==> src/rtl/calc_seq.sv <==
module calc_seq #(
  parameter int W      = 14,
  parameter int DIGITS = 4
) (
  input  logic         clk,
  input  logic         rst_n,
  input  logic         key_valid,
  input  logic [3:0]   key_code,
  output logic [W-1:0] disp_value,
  output logic         result_ready,
  output logic         calc_err
);
  localparam int          MAXV   = 10**DIGITS - 1;
  localparam logic [3:0]  OP_ADD = 4'd10;
  localparam logic [3:0]  OP_SUB = 4'd11;
  localparam logic [3:0]  OP_MUL = 4'd12;
  localparam logic [3:0]  OP_DIV = 4'd13;

  logic [W-1:0] opa, opb;
  logic [3:0]   pend_op;
  logic         second;

  wire [W-1:0] cur    = second ? opb : opa;
  wire         is_dig = key_code < 4'd10;
  wire         is_op  = (key_code >= OP_ADD) && (key_code <= OP_DIV);
  wire [W+3:0] app    = (W+4)'(cur) * (W+4)'(10) + (W+4)'(key_code);
  wire         dig_ok = key_valid && is_dig && (app <= (W+4)'(MAXV));
  wire         op_hit = key_valid && is_op;

  logic [2*W-1:0] res;
  logic           bad;

  always_comb begin
    res = '0;
    bad = 1'b0;
    case (pend_op)
      OP_ADD: res = (2*W)'(opa) + (2*W)'(opb);
      OP_SUB: begin
        bad = opb > opa;
        res = (2*W)'(opa - opb);
      end
      OP_MUL: res = (2*W)'(opa) * (2*W)'(opb);
      default: begin
        bad = opb == '0;
        res = bad ? '0 : (2*W)'(opa / opb);
      end
    endcase
    if (res > (2*W)'(MAXV)) bad = 1'b1;
  end

  always_ff @(posedge clk or negedge rst_n) begin
    if (!rst_n) begin
      opa          <= '0;
      opb          <= '0;
      pend_op      <= OP_ADD;
      second       <= 1'b0;
      result_ready <= 1'b0;
      calc_err     <= 1'b0;
    end else if (dig_ok) begin
      if (second) opb <= app[W-1:0];
      else        opa <= app[W-1:0];
      result_ready <= 1'b0;
      calc_err     <= 1'b0;
    end else if (op_hit) begin
      pend_op <= key_code;
      opb     <= '0;
      if (!second) begin
        second       <= 1'b1;
        result_ready <= 1'b0;
        calc_err     <= 1'b0;
      end else begin
        second       <= 1'b0;
        opa          <= bad ? '0 : res[W-1:0];
        result_ready <= 1'b1;
        calc_err     <= bad;
      end
    end
  end

  assign disp_value = cur;
endmodule


==> config.mk <==
export PLATFORM = sky130hd
export DESIGN_NAME = calc_seq
export DESIGN_NICKNAME = d
export VERILOG_FILES = /design/src/rtl/calc_seq.sv
export SDC_FILE = /design/constraint.sdc
export NUM_CORES = 1
export LEC_CHECK = 0
export ABC_AREA = 1
export BUFFER_PORTS_ARGS = -buffer_cell sky130_fd_sc_hd__buf_2
export CAP_MARGIN = 0
export CORE_ASPECT_RATIO = 0.6
export CORE_MARGIN = 5
export CORE_UTILIZATION = 28
export CTS_BUF_LIST = sky130_fd_sc_hd__clkbuf_8 sky130_fd_sc_hd__clkbuf_16
export DETAILED_ROUTE_END_ITERATION = 10
export PLACE_DENSITY = 0.47
export REMOVE_ABC_BUFFERS = 1
export SLEW_MARGIN = 5
export SYNTH_ARGS = -nofsm -noshare
export SYNTH_HDL_FRONTEND = slang
export SYNTH_SLANG_ARGS = --single-unit
==> constraint.sdc <==
create_clock -name clk -period 77.9 [get_ports clk]
set_input_delay 3.895 -clock clk [delete_from_list [all_inputs] [get_ports clk]]
set_output_delay 3.895 -clock clk [all_outputs]
set_load 0.01 [all_outputs]
======== After elaboration in Yosys (flattened, before gate mapping) ========
Index checks and enable logic that the tools add are counted.
storage, ports and cells
  register bits ........................... 35
  output and inout bits ................... 16
  input bits .............................. 7
operators by class
  mux-type cells .......................... 20
  reductions and logical operators ........ 11
  divide/modulo/power cells ............... 1
  equal/unequal tests ..................... 5
  magnitude comparators ................... 6
  add/subtract/negate cells ............... 3
  bitwise logic cells ..................... 1
  $mul .................................... 2
operator list
  cell                                                              number
  two-way mux 14 bit                                                9
  one-hot mux 28 bit (3 select lines)                               1
  divider 14 x 14 -> 28 bit                                         1
  greater-than comparator 28 x 14 -> 1 bit, second input constant   1
  multiplier 14 x 14 -> 28 bit                                      1
  two-way mux 28 bit                                                1
  adder 18 x 4 -> 18 bit                                            1
  less-or-equal comparator 18 x 14 -> 1 bit, second input constant  1
  multiplier 14 x 3 -> 17 bit, second input constant                1
  adder 14 x 14 -> 15 bit                                           1
  subtractor 14 x 14 -> 15 bit                                      1
  greater-than comparator 14 bit                                    1
  logical NOT 14 bit                                                1
  equality test 4 bit, second input constant                        3
  two-way mux 1 bit                                                 8
  greater-or-equal comparator 4 bit, second input constant          1
  less-or-equal comparator 4 bit, second input constant             1
  logical AND 1 bit                                                 4
  < comparator 4 bit, second input constant                         1
  != test 2 bit, second input constant                              2
  AND reduction 2 bit                                               2
  nonzero test 2 bit                                                2
  AND reduction 3 bit                                               1
  one-hot mux 1 bit (2 select lines)                                1
  2 further kinds                                                   2

======== Logic depth before layout (Yosys ltp) ========
Gate-level depths: netlist of run 1.
  word-level depth ........................ 9
  mapped depth ............................ 487
  depth with buffers taken out ............ 460

======== Least setup slack after synthesis of run 1 ========
Ideal clock, no wire load.
  path type ............................... register -> register
  start ................................... register opb[0]
  end ..................................... register opa[0]
  setup slack ............................. 16.017 ns
  data arrival time ....................... 61.760 ns
  path buffers ............................ 28
  period minus slack after synthesis ...... 61.883 ns
  stages on the path, launching flop included .. 469
  cells stage by stage .................... dfrtp_1 -> clkbuf_1 -> inv_1 -> ha_1 -> o21ai_0 -> nand2_1 -> a32oi_1 -> nor2_1 -> ha_1 -> nand2_1 -> nand3_1 -> a21oi_1 -> nor3_1 -> inv_1 -> nor2_1 -> ha_1 -> a21oi_1 -> nand2_1 -> [... 433 more ...] -> o21ai_0 -> ha_1 -> a21oi_1 -> o211ai_1 -> a21oi_1 -> o211ai_1 -> a21oi_1 -> nor2_1 -> o31ai_1 -> nand2_1 -> a211oi_1 -> nand2_1 -> nor2_1 -> nand3_1 -> nor2_1 -> nand3_1 -> nand4_1 -> a21oi_1
between the ends
  word-level cells in the longest chain between the ends .. 9
RTL lines
  element                                                          line    source
  from (decl)                                                      19      logic [W-1:0] opa, opb;
  from (signal assigned)                                           60      if (second) opb <= app[W-1:0];
  divider 14 x 14 -> 28 bit or logical NOT 14 bit (tied branches)  45, 44
  two-way mux 28 bit                                               45      res = bad ? '0 : (2*W)'(opa / opb);
  one-hot mux 28 bit (3 select lines)                              36      case (pend_op)
  greater-than comparator 28 x 14 -> 1 bit                         48      if (res > (2*W)'(MAXV)) bad = 1'b1;
  two-way mux 1 bit                                                48
  two-way mux 14 bit                                               73      opa <= bad ? '0 : res[W-1:0];
  two-way mux 14 bit                                               67      if (!second) begin
  two-way mux 14 bit                                               64      end else if (op_hit) begin
  two-way mux 14 bit                                               59      end else if (dig_ok) begin
  to (signal assigned)                                             61      else opa <= app[W-1:0];
  to (signal assigned)                                             73
  to (decl)                                                        19
Several ways; a longest one is shown, not always the timed one. The select of a mux whose other input is x is not followed.
A chain may end at the register's enable or synchronous reset.

======== Final worst setup path of run 1 ========
  start ................................... register opa[0]
  end ..................................... register opa[0]
between the ends
  word-level cells in the longest chain between the ends .. 9
RTL lines
  element                                   line
  divider 14 x 14 -> 28 bit                 45
  two-way mux 28 bit                        45
  one-hot mux 28 bit (3 select lines)       36
  greater-than comparator 28 x 14 -> 1 bit  48
  two-way mux 1 bit                         48
  two-way mux 14 bit                        73
  two-way mux 14 bit                        67
  two-way mux 14 bit                        64
  two-way mux 14 bit                        59
Several ways; a longest one is shown, not always the timed one. The select of a mux whose other input is x is not followed.

==> results of run 1 <==
## state kept, by name, indices dropped and copies added, names as in the netlist
name,count
pend_op,4
result_ready,1
second,1
calc_err,1
opa,14
opb,14
## metrics by stage
stage	hold slack (ns)	cell area [µm²]	instances	worst slack [ns]
after floorplan	0.4513	27990	4445	16.54
after global placement	0.4670	30170	5854	9.753
after detailed placement	0.4685	30170	5854	7.844
after CTS	0.4817	30320	5862	7.641
after global routing	0.4961	30380	5864	0.01837
final	0.4826	30380	5864	9.327
## worst max-delay path, delay by kind of cell, from the launching register on
kind | cells | cell delay [ns]
xor gates and xnor gates | 1 | 0.17
buffers and inverters | 87 | 9.12
adders and majority gates | 26 | 7.94
DFF | 1 | 0.36
AOI/OAI and AO/OA | 148 | 27.56
and+or+nand+nor | 182 | 23.10
## area by class of cell
class,instances,area [µm²]
sequential,35,879.6
timing repair buffer,75,508.0
tap,1334,1669
clock inverter,2,8.758
multi-input combinational,3588,24060
clock buffer,6,138.9
antenna,1,2.502
inverter,823,3113
fill,11130,70400
## per-layer routing
metal	global-route usage	routed length, µm	part of all wire	up-vias
met5	0	13	0.00014	-
met4	0.01272	646	0.0068	2
met3	0.01941	6123	0.065	29
met2	0.2252	33570	0.35	715
met1	0.2904	54260	0.57	12620
li1	-	-	-	14610
## cell families (layout without fill, tap and decap cells)
family	Yosys count	count (layout)
other	1	15
adder cells (fa/ha/maj)	595	595
XOR/XNOR	241	241
AND/OR/NAND/NOR	1965	1966
multiplexers	2	2
flip-flops	35	35
buffers and inverters	943	906
AO/OA/AOI/OAI	770	770
## final timing paths
check / depth (start not counted) / startpoint / end
setup / recovery: 444 / opa[0] / opa[0]
hold / removal: 2 / pend_op[3] / pend_op[3]
setup reg to reg: 444 / opa[0] / opa[0]
hold reg to reg: 2 / pend_op[3] / pend_op[3]
max in group asynchronous: 1 / rst_n / opb[0]
min in group asynchronous: 1 / rst_n / opa[5]
## Yosys cell counts (all sizes together), types with 7 or more instances
cell type | count | area (µm²)
fa | 145 | 2903
nand3 | 252 | 1471
buf | 36 | 271.5
nand3b | 9 | 71.32
nor2 | 338 | 1561
o221ai | 7 | 61.31
o21ai | 338 | 1714
nand4 | 65 | 449.2
dfrtp | 33 | 825.8
nand2 | 1173 | 4606
or2 | 43 | 269.0
a211oi | 8 | 60.06
a31oi | 7 | 50.05
o2111ai | 7 | 61.31
a21o | 18 | 135.1
xor2 | 155 | 1358
inv | 812 | 3053
xnor2 | 86 | 753.2
clkinv | 11 | 41.29
o211ai | 10 | 75.07
clkbuf | 83 | 311.6
o31ai | 25 | 187.7
and2 | 8 | 50.05
a21oi | 277 | 1454
nor4 | 9 | 56.30
ha | 450 | 5630
a32o | 8 | 80.08
nor3 | 60 | 310.3
o21bai | 34 | 266.5
==> out/metrics.yaml, run 1 <==
cpPeakStageDelay_ns: 0.43
area_growth_pct: 6.477
finalSetupTns_ns: 0
path_class: "reg2reg"
final_cell_mix: "nand2_1 (1124), inv_1 (761), ha_1 (450), nor2_1 (295), o21ai_0 (295)"
die_h_um: 257.3
cp-start-kind: "flip-flop"
pin_count: 23
postCtsHoldBufs: 0
die_area_um2: 108600
final_common_cell: "nand2_1"
fin_worst_skew_ns: 0.009646
synth_enable_flop_cells: 0
synth_cells: 4552
wl_um: 94610
numCtsBuffers: 5
initial_core_util: 0.2831
grt_pass1_vias: 25570
synth_top_family_by_area: "simple AND/OR/NAND/NOR gates"
achievable-frequency_mhz: 14.58
cts_setup_buffers: 0
final_nets: 5130
ys.flop_type: "dfrtp_1"
hold_viol: 0
ant_nets: 0
yosys_register_bits: 35
post-route-min-period_ns: 68.57
synth_area_um2: 28530
yosysWarnings: 0
ys_seq_area_frac: 0.03078
grt_pass1_wl_um: 148900
die_w_um: 422.1
cts.sinks: 35
final_core_util: 0.3015
setup_viol: 0
critPathMaxFanout: 27
drcViolationCount: 0
cap_violations: 0
relSlewSlack: 0.3517
postSynth.asyncResetShare: 1.000
root_buffer: "clkbuf_16"
synth_mux_area_frac: 0.0007016
drive_gt1_frac: 0.07485
grt_max_degree: 36
cts_tree: "done"
htree_levels: 2
overflow: 0
ys_types: 74
hold_class: "reg2reg"
synth_xor_area_frac: 0.07398
r2r_slack_ns: 9.33
cts.clk_slew.worst_paths_ns: 0.06
firstDrtPassIters: 7
final.period_utilization: 0.8803
slowest_stage: "o21ai_0"
cp_data_required_time_ns: 78.07
yosys.area_share.simple: 0.3120
synth_compound_area_frac: 0.1541
fp-row-count: 90
gp_congestion: 0.8896
numPortBuffers: 22
dpl.hpwl_um: 77440
clk_path_buf_depth: 2
rsz0062_at_grt: "no"
post_cts_resized: 0
coreArea_um2: 100800
synth_area_per_cell_um2: 6.268
clkLatencyLatePin_ns: 0.29
antenna_found_initial: 4
grt_util_all_layers: 0.1696
worstPathArrival_ns: 68.75
wire_per_inst_um: 16.13
viasPerCell: 4.772
tightest_slew_ns: 0.9710
via_count: 27980
synthAdderAreaFrac: 0.2991
slew_viol_final: 0
drtIter0Drc: 2328
status: "finished clean"
crit_path_end_kind: "flip-flop"
cpMostUsedCell: "nand2_1"
Power of run 1 is not shown: default switching activity piles up to over one toggle a cycle in this logic, so the estimate is an artifact.
==> inputs of run 2 (changes only) <==
--- a/config.mk
+++ b/config.mk
@@ -8,12 +8,11 @@
 export ABC_AREA = 1
 export BUFFER_PORTS_ARGS = -buffer_cell sky130_fd_sc_hd__buf_2
 export CAP_MARGIN = 0
-export CORE_ASPECT_RATIO = 0.6
 export CORE_MARGIN = 5
-export CORE_UTILIZATION = 28
+export CORE_UTILIZATION = 45
 export CTS_BUF_LIST = sky130_fd_sc_hd__clkbuf_8 sky130_fd_sc_hd__clkbuf_16
 export DETAILED_ROUTE_END_ITERATION = 10
-export PLACE_DENSITY = 0.47
+export PLACE_DENSITY = 0.65
 export REMOVE_ABC_BUFFERS = 1
 export SLEW_MARGIN = 5
 export SYNTH_ARGS = -nofsm -noshare
==> run 2 against run 1 <==
Net effect: utilization up 17 points; die area shrank 37%; critical path depth is 15 lower; non-clock buffer count shrank 2; wire length down 15%; maximum frequency barely moved.
==> out/metrics.yaml, run 2 (synthesized netlist as in run 1, its figures left out) <==
r2r-end: "opa[0]"
die_w_um: 261.8  # -38%
area_growth_pct: 4.087
grt_pass1_vias: 26170  # +2.4%
post_cts_resized: 0  # unchanged
wl_um: 80380  # -15%
hold_path_depth: 2  # unchanged
hold_viol: 0  # unchanged
postCtsHoldBufs: 0  # unchanged
grt_max_degree: 36  # unchanged
path_class: "reg2reg"
die_area_um2: 68540  # -37%
hold_end: "pend_op[3]"
firstDrtPassIters: 5  # -2
cpPeakStageDelay_ns: 0.77  # +0.34 ns
grt_pass1_wl_um: 131700  # -12%
htree_levels: 2  # unchanged
overflow: 0  # unchanged
drive_gt1_frac: 0.07203  # -0.002823
cap_violations: 0  # unchanged
ant_nets: 0  # unchanged
gp_congestion: 0.9337  # +5.0%
regToRegStartpoint: "opb[0]"
fin_ws_ns: 9.380  # +0.05311 ns
cts_tree: "done"
final_nets: 5127  # -0.058%
relSlewSlack: 0.3340  # -0.01774
pre_cts_ws_ns: 9.974  # +2.130 ns
numCtsBuffers: 5  # unchanged
hp-start: "pend_op[3]"
hold_class: "reg2reg"
via_count: 28080  # +0.33%
grt_util_met1: 0.3124  # +0.02204
cts.clk_slew.worst_paths_ns: 0.06  # about the same
clkLatencyLatePin_ns: 0.29  # about the same
drtIter0Drc: 1855  # -20%
setup_viol: 0  # unchanged
fp-row-count: 92  # +2.2%
cts_setup_buffers: 0  # unchanged
cp_data_required_time_ns: 78.06  # about the same
slowest_stage: "dfrtp_1"
reg2reg_depth: 429  # -3.4%
viasPerCell: 5.222  # +9.4%
reg_top3: "opa x14, opb x14, pend_op x4"
worstPathArrival_ns: 68.68  # -0.07 ns
crit_path_end_kind: "flip-flop"
cpMostUsedCell: "nand2_1"
die_h_um: 261.8  # +1.8%
tightest_slew_ns: 0.9991  # +0.02803 ns
final.period_utilization: 0.8796  # about the same
cp_num_buf_inv: 79  # -9.2%
critPathMaxFanout: 27  # unchanged
drcViolationCount: 0  # unchanged
grt_use_met2: 0.3885  # +0.1633
clk_path_buf_depth: 2  # unchanged
numPortBuffers: 22  # unchanged
final_common_cell: "nand2_1"
coreArea_um2: 62970  # -38%
r2r_slack_ns: 9.38  # +0.05 ns
status: "finished clean"
busiest_layer: "met2"
initial_core_util: 0.4532  # +0.1700
final_cell_mix: "nand2_1 (1124), inv_1 (764), ha_1 (450), nor2_1 (295), o21ai_0 (295)"
fin_worst_skew_ns: 0.01259  # +0.002948 ns
grt_util_met3: 0.02738  # +0.007973
finalSetupTns_ns: 0  # unchanged
rsz0062_at_grt: "no"
path_depth: 429  # -3.4%
path_delay_family: "compound AO/OA/AOI/OAI gates"
pin_count: 23  # unchanged
cp-start-kind: "flip-flop"
wire_per_inst_um: 14.95  # -7.3%
grt_util_all_layers: 0.2312  # +0.06161
slew_viol_final: 0  # unchanged
dpl.hpwl_um: 64530  # -17%
post-route-min-period_ns: 68.52  # -0.05311 ns
cts.sinks: 35  # unchanged
antenna_found_initial: 8  # +4
holdWs_ns: 0.4795  # -0.003107 ns
achievable-frequency_mhz: 14.59  # about the same
final_core_util: 0.4717  # +0.1702
root_buffer: "clkbuf_16"
## run 2: worst reg2reg max path, delay by kind of cell (launching register included)
family | cells | cell delay (ns)
flip-flops | 1 | 0.77
adder cells (fa/ha/maj) | 27 | 8.70
AND/OR/NAND/NOR | 176 | 21.37
buffers and inverters | 79 | 8.94
AO/OA/AOI/OAI | 147 | 28.62
## run 2: area by class of cell
class	count	area, µm²
Antenna cell	4	10.01
Clock buffer	6	138.9
Clock inverter	2	8.758
Fill cell	6653	33270
Inverter	823	3094
Multi-Input combinational cell	3587	24020
Sequential cell	35	878.3
Tap cell	846	1059
Timing Repair Buffer	73	493.0
## run 2: stage by stage
step                cell area [µm²]  cells
global placement              29540   5364
CTS                           29690   5372
global route                  29690   5373
floorplan                     27990   4445
finish                        29700   5376
detailed placement            29540   5364
## run 2: metal layers
layer,wire length (µm),up-vias,share of wire
met5,13,-,0.00016
met4,2885,2,0.036
met3,4815,139,0.060
met2,36120,708,0.45
met1,36540,12630,0.45
li1,-,14600,-
## run 2: worst max-delay path by stage
stage | startpoint | endpoint | slack [ns]
floorplan | opb[0] | opa[0] | 16.54
global placement | opb[0] | opa[0] | 11.77
detailed placement | opb[0] | opa[0] | 9.97
CTS | opb[0] | opa[0] | 9.72
global route | opb[0] | opa[0] | 0.64
finish | opb[0] | opa[0] | 9.38
Power of run 2 is left out for the same reason.
